===== config.mk =====
export PLATFORM = sky130hd
export DESIGN_NAME = nibtx_rev
export DESIGN_NICKNAME = d
export VERILOG_FILES = /design/src/rtl/nibtx_pkg.sv /design/src/rtl/nibtx_fifo.sv /design/src/rtl/nibtx_timer.sv /design/src/rtl/nibtx_linemap.sv /design/src/rtl/nibtx_rev.sv
export SDC_FILE = /design/constraint.sdc
export NUM_CORES = 1
export LEC_CHECK = 0
export ABC_AREA = 1
export CORE_MARGIN = 2
export CORE_UTILIZATION = 40
export CTS_CLUSTER_DIAMETER = 120
export DETAILED_ROUTE_END_ITERATION = 10
export DONT_BUFFER_PORTS = 1
export PLACE_DENSITY = 0.53
export REMOVE_ABC_BUFFERS = 1
export SYNTH_ARGS = -nofsm -noshare
export SYNTH_HDL_FRONTEND = slang
export SYNTH_SLANG_ARGS = --single-unit

===== constraint.sdc =====
create_clock -name clk -period 2.4 [get_ports clk]
set_clock_uncertainty 0.2 [all_clocks]
set_input_delay 0.12 -clock clk [delete_from_list [all_inputs] [get_ports clk]]
set_output_delay 0.12 -clock clk [all_outputs]
set_load 0.02 [all_outputs]

===== src/rtl/nibtx_pkg.sv =====
package nibtx_pkg;

   localparam int BYTE_W = 8;
   localparam int NIB_W  = BYTE_W / 2;

   typedef enum logic [2:0] {
      ST_COMPAT,
      ST_IDLE,
      ST_INTR,
      ST_WLOW,
      ST_SETUP,
      ST_STROBE,
      ST_RELEASE
   } nibtx_state_e;

   typedef struct packed {
      logic busy;
      logic paper;
      logic select;
      logic fault_n;
   } nibtx_lines_t;

endpackage


===== src/rtl/nibtx_fifo.sv =====
module nibtx_fifo #(
   parameter int DEPTH = 8,
   parameter int W     = 8
) (
   input  logic                         clk,
   input  logic                         rst_n,
   input  logic                         wr_en,
   input  logic [W-1:0]                 wr_data,
   input  logic                         rd_en,
   output logic [W-1:0]                 rd_data,
   output logic                         full,
   output logic                         empty,
   output logic [$clog2(DEPTH+1)-1:0]   count
);
   localparam int AW = $clog2(DEPTH);
   localparam int CW = $clog2(DEPTH+1);

   generate
      if (DEPTH < 2 || (DEPTH & (DEPTH - 1)) != 0) begin : g_bad_depth
         $error("nibtx_fifo: DEPTH must be a power of two, at least 2");
      end
   endgenerate

   logic [W-1:0]  mem [DEPTH];
   logic [AW-1:0] wp_q, rp_q;
   logic [CW-1:0] cnt_q;
   logic          wr_ok, rd_ok;

   assign full    = (cnt_q == CW'(DEPTH));
   assign empty   = (cnt_q == '0);
   assign count   = cnt_q;
   assign rd_ok   = rd_en && !empty;
   assign wr_ok   = wr_en && (!full || rd_ok);
   assign rd_data = mem[rp_q];

   always_ff @(posedge clk) begin
      if (wr_ok) mem[wp_q] <= wr_data;
   end

   always_ff @(posedge clk) begin
      if (!rst_n) begin
         wp_q  <= '0;
         rp_q  <= '0;
         cnt_q <= '0;
      end else begin
         if (wr_ok) wp_q <= wp_q + AW'(1);
         if (rd_ok) rp_q <= rp_q + AW'(1);
         cnt_q <= cnt_q + CW'(wr_ok) - CW'(rd_ok);
      end
   end

endmodule


===== src/rtl/nibtx_timer.sv =====
module nibtx_timer #(
   parameter int SETTLE_CYC  = 2,
   parameter int TIMEOUT_CYC = 1000
) (
   input  logic clk,
   input  logic rst_n,
   input  logic restart,
   output logic settle_done,
   output logic expired
);
   localparam int LIMIT = (SETTLE_CYC > TIMEOUT_CYC) ? SETTLE_CYC : TIMEOUT_CYC;
   localparam int CW    = $clog2(LIMIT + 1);

   generate
      if (SETTLE_CYC < 1) begin : g_bad_settle
         $error("nibtx_timer: SETTLE_CYC must be at least 1");
      end
      if (TIMEOUT_CYC < 0) begin : g_bad_tmo
         $error("nibtx_timer: TIMEOUT_CYC must not be negative");
      end
   endgenerate

   logic [CW-1:0] cnt_q;

   always_ff @(posedge clk) begin
      if (!rst_n)                   cnt_q <= '0;
      else if (restart)             cnt_q <= '0;
      else if (cnt_q != CW'(LIMIT)) cnt_q <= cnt_q + CW'(1);
   end

   assign settle_done = (cnt_q == CW'(SETTLE_CYC - 1));

   generate
      if (TIMEOUT_CYC == 0) begin : g_no_tmo
         assign expired = 1'b0;
      end else begin : g_tmo
         assign expired = (cnt_q == CW'(TIMEOUT_CYC - 1));
      end
   endgenerate

endmodule


===== src/rtl/nibtx_linemap.sv =====
module nibtx_linemap
   import nibtx_pkg::*;
(
   input  logic [BYTE_W-1:0] byte_in,
   input  logic              hi_sel,
   output nibtx_lines_t      lines
);
   logic [NIB_W-1:0] nib;

   assign nib           = hi_sel ? byte_in[BYTE_W-1:NIB_W] : byte_in[NIB_W-1:0];
   assign lines.fault_n = nib[0];
   assign lines.select  = nib[1];
   assign lines.paper   = nib[2];
   assign lines.busy    = nib[3];

endmodule


===== src/rtl/nibtx_rev.sv =====
module nibtx_rev
   import nibtx_pkg::*;
#(
   parameter int FIFO_DEPTH  = 8,
   parameter int SETTLE_CYC  = 2,
   parameter int TIMEOUT_CYC = 1000
) (
   input  logic       clk,
   input  logic       rst_n,
   input  logic       wr_en,
   input  logic [7:0] wr_data,
   output logic       fifo_full,
   input  logic       mode_active,
   input  logic       host_busy,
   input  logic       fwd_busy,
   input  logic       compat_ack_n,
   input  logic       compat_paper,
   input  logic       compat_select,
   input  logic       compat_fault_n,
   output logic       rev_active,
   output logic       pclk_line,
   output logic       ln_busy,
   output logic       ln_paper,
   output logic       ln_select,
   output logic       ln_fault_n
);
   localparam int CNT_W = $clog2(FIFO_DEPTH + 1);

   nibtx_state_e       st_q, st_d;
   logic               nib_q, nib_d;
   logic [BYTE_W-1:0]  byte_q, fifo_head;
   logic               req_q, mode_q, mode_rise;
   logic               fifo_pop, fifo_empty;
   logic [CNT_W-1:0]   fifo_cnt;
   logic               settle_done, expired;
   nibtx_lines_t       xfer_lines;

   nibtx_fifo #(.DEPTH(FIFO_DEPTH), .W(BYTE_W)) u_fifo (
      .clk     (clk),
      .rst_n   (rst_n),
      .wr_en   (wr_en),
      .wr_data (wr_data),
      .rd_en   (fifo_pop),
      .rd_data (fifo_head),
      .full    (fifo_full),
      .empty   (fifo_empty),
      .count   (fifo_cnt)
   );

   nibtx_timer #(.SETTLE_CYC(SETTLE_CYC), .TIMEOUT_CYC(TIMEOUT_CYC)) u_timer (
      .clk         (clk),
      .rst_n       (rst_n),
      .restart     (st_d != st_q),
      .settle_done (settle_done),
      .expired     (expired)
   );

   nibtx_linemap u_map (
      .byte_in (byte_q),
      .hi_sel  (nib_q),
      .lines   (xfer_lines)
   );

   assign mode_rise = mode_active && !mode_q;

   always_comb begin
      st_d     = st_q;
      nib_d    = nib_q;
      fifo_pop = 1'b0;
      case (st_q)
         ST_COMPAT:  if (mode_rise) st_d = ST_IDLE;
         ST_IDLE: begin
            if (host_busy && !mode_active)  st_d = ST_COMPAT;
            else if (req_q && !fifo_empty)  st_d = ST_INTR;
         end
         ST_INTR:    if (host_busy) st_d = mode_active ? ST_WLOW : ST_COMPAT;
         ST_WLOW: begin
            if (!host_busy) begin
               st_d     = ST_SETUP;
               nib_d    = 1'b0;
               fifo_pop = 1'b1;
            end else if (expired) begin
               st_d = ST_COMPAT;
            end
         end
         ST_SETUP:   if (settle_done) st_d = ST_STROBE;
         ST_STROBE: begin
            if (host_busy)     st_d = ST_RELEASE;
            else if (expired)  st_d = ST_COMPAT;
         end
         ST_RELEASE: begin
            if (!host_busy) begin
               if (!nib_q) begin
                  st_d  = ST_SETUP;
                  nib_d = 1'b1;
               end else if (!fifo_empty) begin
                  st_d     = ST_SETUP;
                  nib_d    = 1'b0;
                  fifo_pop = 1'b1;
               end else begin
                  st_d = ST_IDLE;
               end
            end else if (expired) begin
               st_d = ST_COMPAT;
            end
         end
         default:    st_d = ST_COMPAT;
      endcase
   end

   always_ff @(posedge clk) begin
      if (!rst_n) begin
         st_q   <= ST_COMPAT;
         nib_q  <= 1'b0;
         byte_q <= '0;
         req_q  <= 1'b0;
         mode_q <= 1'b1;
      end else begin
         st_q   <= st_d;
         nib_q  <= nib_d;
         mode_q <= mode_active;
         if (fifo_pop) byte_q <= fifo_head;
         if (st_d == ST_COMPAT)                 req_q <= 1'b0;
         else if (st_q == ST_IDLE && !host_busy) req_q <= 1'b1;
      end
   end

   always_comb begin
      rev_active = (st_q != ST_COMPAT);
      case (st_q)
         ST_COMPAT: begin
            pclk_line  = compat_ack_n;
            ln_busy    = fwd_busy;
            ln_paper   = compat_paper;
            ln_select  = compat_select;
            ln_fault_n = compat_fault_n;
         end
         ST_IDLE, ST_INTR, ST_WLOW: begin
            pclk_line  = (st_q != ST_INTR);
            ln_busy    = fwd_busy;
            ln_paper   = req_q ? fifo_empty : 1'b1;
            ln_select  = compat_select;
            ln_fault_n = fifo_empty;
         end
         default: begin
            pclk_line  = (st_q != ST_STROBE);
            ln_busy    = xfer_lines.busy;
            ln_paper   = xfer_lines.paper;
            ln_select  = xfer_lines.select;
            ln_fault_n = xfer_lines.fault_n;
         end
      endcase
   end

endmodule


# After elaboration in Yosys (flattened, before gate mapping)
# Memories as Yosys holds them, arrays and structs flattened. A register that Yosys moved wholly into a read port is not among the register bits.
# Cells that the tools add are included.
# word_totals
ff_bits	26
latch_bits	0
ramBits	64
rom_bits	0
in_bits	18
out_inout_bits	7
elab_cells	85
mem_count	1
# op_classes
addsub	5
n_mul	0
div	0
n_lt_le_gt_ge	0
eq_ne	15
shifts	0
n_mux	32
n_bitwise	1
reduce_logical	23
# memory_table
memory	words	width	read_ports	rd_ports_with_merged_regs	write_ports	line_no	text
u_fifo.mem	8	8	1	1	1	nibtx_fifo.sv:24	logic [W-1:0] mem [DEPTH];
# op_table
operator	count
$mux 3	11
$pmux 3 s7	1
$mux 1	13
$add 10x1->10 const B	1
$eq 10x1->1 const B	1
$eq 10x10->1 const B	1
$ne 10x10->1 const B	1
$pmux 1 s2	5
$eq 3x3->1 const B	3
$add 3x1->3 const B	2
$eq 3x2->1 const B	2
$logic_and 1x1->1	6
$logic_not 1->1	6
$logic_not 3->1	2
$add 4x1->4	1
$eq 4x4->1 const B	1
$logic_not 4->1	1
$mux 4	1
$ne 2x2->1 const B	2
$reduce_or 2->1	2
$reduce_or 4->1	1
$sub 4x1->4	1
$eq 3x1->1 const B	1
$ne 3x2->1 const B	1
9 further kinds	9

# Depth between registers and ports, before layout
# depth
depth_word	10
mapped_depth	15

# Modules after synthesis
# From an unflattened synthesis, not the netlist that was laid out.
# hier_totals
cells_unflattened	534
area_unflattened_um2	4795.8
# modules_own_cells
mod	n_inst	cells_each	area_per_inst_um2	seq_area_each_um2
nibtx_fifo	1	288	3263.1	2182.1
nibtx_rev	1	149	917.1	280.3
nibtx_timer	1	84	566.8	200.2
nibtx_linemap	1	13	48.8	0.0

# Worst setup path after synthesis
# Ideal clock, no wire load.
# synth_timing
path_type	register to register
start	register u_fifo.cnt_q[2] (netlist: u_fifo.count[2])
end	register u_fifo.cnt_q[2] (netlist: u_fifo.count[2])
setup_ns	0.120
arrival_ns	2.282
required_time_ns	2.080
path_slack_ns	-0.202
path_stages_with_launch	11
path_buffers	0
synth_period_minus_slack_ns	2.602
cell_sequence	dfxtp_1 inv_1 ha_1 nor3b_1 nand2_4 nand2_4 clkinv_4 ha_1 fa_1 xnor2_1 nor2_1
# synth_lines
item	line_no	text
from (decl)	nibtx_fifo.sv:26	logic [CW-1:0] cnt_q;
from (signal assigned)	nibtx_fifo.sv:48	cnt_q <= cnt_q + CW'(wr_ok) - CW'(rd_ok);
$eq 4x4->1	nibtx_fifo.sv:29	assign full = (cnt_q == CW'(DEPTH));
named net fifo_full	nibtx_rev.sv:12	output logic fifo_full,
$logic_not 1->1	nibtx_fifo.sv:33	assign wr_ok = wr_en && (!full || rd_ok);
$logic_or 1x1->1	nibtx_fifo.sv:33	
$logic_and 1x1->1	nibtx_fifo.sv:33	
named net u_fifo.wr_ok	nibtx_fifo.sv:27	logic wr_ok, rd_ok;
$add 4x1->4	nibtx_fifo.sv:48	
$sub 4x1->4	nibtx_fifo.sv:48	
# The timed path passes the listed nets, and every way through them passes these cells.
# A chain may end at the register's enable or synchronous reset.

# Worst setup path after layout
# layout_timing
start	register u_fifo.cnt_q[2] (netlist: u_fifo.count[2])
end	register u_fifo.cnt_q[2] (netlist: u_fifo.count[2])
# layout_via
elab_chain_cells	10
# layout_rtl
item	line_no	text
$logic_not 4->1 (*)	nibtx_fifo.sv:30	assign empty = (cnt_q == '0);
$mux 1	nibtx_rev.sv:96	end else if (!fifo_empty) begin
$mux 1	nibtx_rev.sv:93	if (!nib_q) begin
$mux 1	nibtx_rev.sv:92	if (!host_busy) begin
$pmux 1 s2	nibtx_rev.sv:70	case (st_q)
$logic_and 1x1->1 (*)	nibtx_fifo.sv:32	assign rd_ok = rd_en && !empty;
named net u_fifo.rd_ok	nibtx_fifo.sv:27	
$logic_or 1x1->1	nibtx_fifo.sv:33	
$logic_and 1x1->1	nibtx_fifo.sv:33	
$add 4x1->4	nibtx_fifo.sv:48	
$sub 4x1->4 (*)	nibtx_fifo.sv:48	
# Mark *: on every way through the listed nets, which the timed path passes. The rest lies on a longest branch.

==> qor.yml <==
clocking:
  ctsHtreeMaxLevel: 3
  cts.clk_slew.worst_paths_ns: 0.09
  insertion_delay_ns: 0.36
  clock_sinks: 98
  cts_tree: "done"
  cts_buffer_depth: 2
  cts_root_buffer: "clkbuf_8"
  cts_buffers: 9
grt:
  grt_first_pass_wirelength_um: 16900
  grt_remaining_overflow: 0
  antenna_found_initial: 0
  grt_pass1_vias: 3250
  grt_usage: 0.188
  grt_max_degree: 34
placement:
  dp.cells: 620
  io_buffers: 0
  gp_congestion: 0.878
  dp_hpwl_um: 6760
  placedInstanceArea_um2: 4800
floorplan:
  fp.dieH_um: 110
  rows: 38
  ios: 25
  die-area_um2: 12100
  start_util: 0.413
  die_w_um: 110
  coreArea_um2: 10900
routing:
  dr.pass1.iters: 4
  antenna_left: 0
  wire_per_inst_um: 15.9
  drt_iter0_markers: 304
  drt-total-wl_um: 10400
  viasPerCell: 5.15
  drc: 0
  vias: 3376
synthesis:
  synth_edf_count: 64
  ys.flop_type: "edfxtp_1"
  ys_warn_count: 0
  yosysUniqueCellTypes: 39
  syn_area_per_cell_um2: 9.61
  syn-cell-area_um2: 4500
  synth-seq-cells: 98
  async_flop_share: 0
  yosysSeqAreaShare: 0.579
  netlist_instances: 468
worst_setup_path:
  crit_fanout: 3
  arrival_ns: 2.34
  required_ns: 2.45
  crit_chain: "inv_2 -> ha_4 -> nand3_2 -> nand3_2 -> nand2_4 -> nand2_4 -> inv_2 -> ha_2 -> inv_1 -> ha_2 -> fa_1 -> xnor2_1 -> nor2_1"
  criticalPathCategory: "flop to flop"
  critPathLaunchType: "flop"
  slowest_stage: "fa_1"
  critPathMaxStageDelay_ns: 0.39
  endpoint_kind: "flop"
pwr:
  p_switching_mw: 0.921
  clkPwrFrac: 0.340
  swShare: 0.246
  p_seq_frac: 0.515
  powerDensity_nw_per_um2: 711
  combPwrFrac: 0.145
  power.internal_mw: 2.82
  irDropWorstVdd_mv: 0.351
  leakage_nw: 2.06
finish:
  final_core_util: 0.483
  fin_cells: 655
  syn_to_final_growth_pct: 17.0
  layout_common_cells: "77 x nor2_1, 64 x edfxtp_1, 61 x nand2_1"
  final_nets: 540
  final_common_cell: "nor2_1"
  drive_gt1_frac: 0.155
  fin_area_um2: 5260
  diodes: 0
timing:
  final-setup-viol-count: 0
  min_period_ns: 2.29
  period_share: 0.954
  drv_slew: 0
  worst_slew_pin_slew_ns: 0.668
  hold_viol: 0
  timing.hold.ws_ns: 0.0419
  max_freq_mhz: 437
  slew-limit-headroom: 0.554
hold_path:
  hp-class: "input port to flop"
job:
  drv_cap: 0
run_status:
  outcome: "finished clean"
per-layer routing:
layer  vias to the layer above  global-route usage  wire [µm]
met5                         -                   0          0
met4                         0              0.0732        212
met3                        16              0.0288        541
met2                        77               0.288       4790
met1                      1597               0.269       4860
li1                       1686                   -          -
registers in the layout, indices dropped and copies added (netlist names):
name,flops
u_fifo.mem,64
u_fifo.rp_q,3
st_q,3
u_fifo.wp_q,3
u_timer.cnt_q,10
nib_q,1
u_fifo.count,4
byte_q,8
mode_q,1
req_q,1
power by group through the flow:
stage	logic (mW)	registers (mW)	clock network [mW]
2_1_floorplan	0.297	1.95	0
3_3_place_gp	0.456	1.96	0
3_5_place_dp	0.468	1.96	0
4_1_cts	0.506	1.92	1.30
5_1_grt	0.612	1.94	1.36
6_report	0.543	1.93	1.27
cells in the mapped netlist (2+ instances only):
| master | count | area, µm² |
|---|---|---|
| o21ai_2 | 2 | 17.5 |
| inv_1 | 40 | 150 |
| nand4_1 | 6 | 37.5 |
| edfxtp_1 | 64 | 1920 |
| dfxtp_1 | 34 | 681 |
| nor2_1 | 78 | 293 |
| xor2_1 | 8 | 70.1 |
| nand3_1 | 24 | 120 |
| inv_2 | 3 | 11.3 |
| buf_6 | 2 | 22.5 |
| nand2_1 | 61 | 229 |
| a21oi_1 | 23 | 115 |
| o221ai_1 | 5 | 43.8 |
| clkinv_1 | 2 | 7.51 |
| clkbuf_1 | 11 | 41.3 |
| nor3_1 | 6 | 30.0 |
| xnor2_1 | 2 | 17.5 |
| o211ai_1 | 2 | 15.0 |
| ha_1 | 11 | 138 |
| nand2_4 | 5 | 56.3 |
| o21ai_0 | 50 | 250 |
| nand3_2 | 3 | 30.0 |
| o22ai_1 | 10 | 62.6 |
worst max-delay path: cells and delay by family (launching register included):
kind,cells,cell delay (ns)
adders and majority gates,4,1.00
xor gates and xnor gates,1,0.14
and+or+nand+nor,5,0.37
DFF,1,0.33
buffers and inverters,3,0.15
cell type report:
cell class              count  area (µm²)
flip-flops and latches     98        2610
inverters                  47         184
well taps                 140         175
repair buffers             46         388
fillers                  1028        5620
multi-input cells         308        1670
clock buffers              11         131
clock inverters             5         108
metrics by stage:
stage | TNS [ns] | power [mW] | worst slack (ns)
CTS | 0 | 3.73 | 0.0156
finish | 0 | 3.74 | 0.111
floorplan | -0.484 | 2.25 | -0.202
global route | -0.0418 | 3.91 | -0.0418
global placement | 0 | 2.42 | 0.0463
detailed placement | 0 | 2.43 | 0.00971
path summary, 6_finish.rpt:
check	slack (ns)	cells past startpoint	to	start
max reg2reg	0.11	13	u_fifo.count[2]$_SDFF_PN0_	u_fifo.count[2]$_SDFF_PN0_
min reg2reg	0.27	2	byte_q[3]$_SDFFE_PN0N_	byte_q[3]$_SDFFE_PN0N_
max	0.11	13	u_fifo.count[2]$_SDFF_PN0_	u_fifo.count[2]$_SDFF_PN0_
min	0.04	7	st_q[1]$_SDFF_PN0_	host_busy
kinds of logic (layout without fill, tap and decap cells):
| kind of cell | after synthesis | after routing | synth area share |
|---|---|---|---|
| AND/OR/NAND/NOR | 189 | 189 | 0.189 |
| flip-flops | 98 | 98 | 0.579 |
| AO/OA/AOI/OAI | 97 | 97 | 0.120 |
| buffers and inverters | 62 | 109 | 0.0579 |
| adder cells (fa/ha/maj) | 12 | 12 | 0.0350 |
| XOR/XNOR | 10 | 10 | 0.0195 |
repair_timing:
action	CTS	global route
gates resized for setup	0	19
endpoints found under the hold margin	98	0
endpoints found under the setup margin	1	4
pin swaps	1	6
buffers inserted	0	3
hold buffers	16	0
gates cloned	0	0
Note: power is estimated with default switching activity, not from simulation.
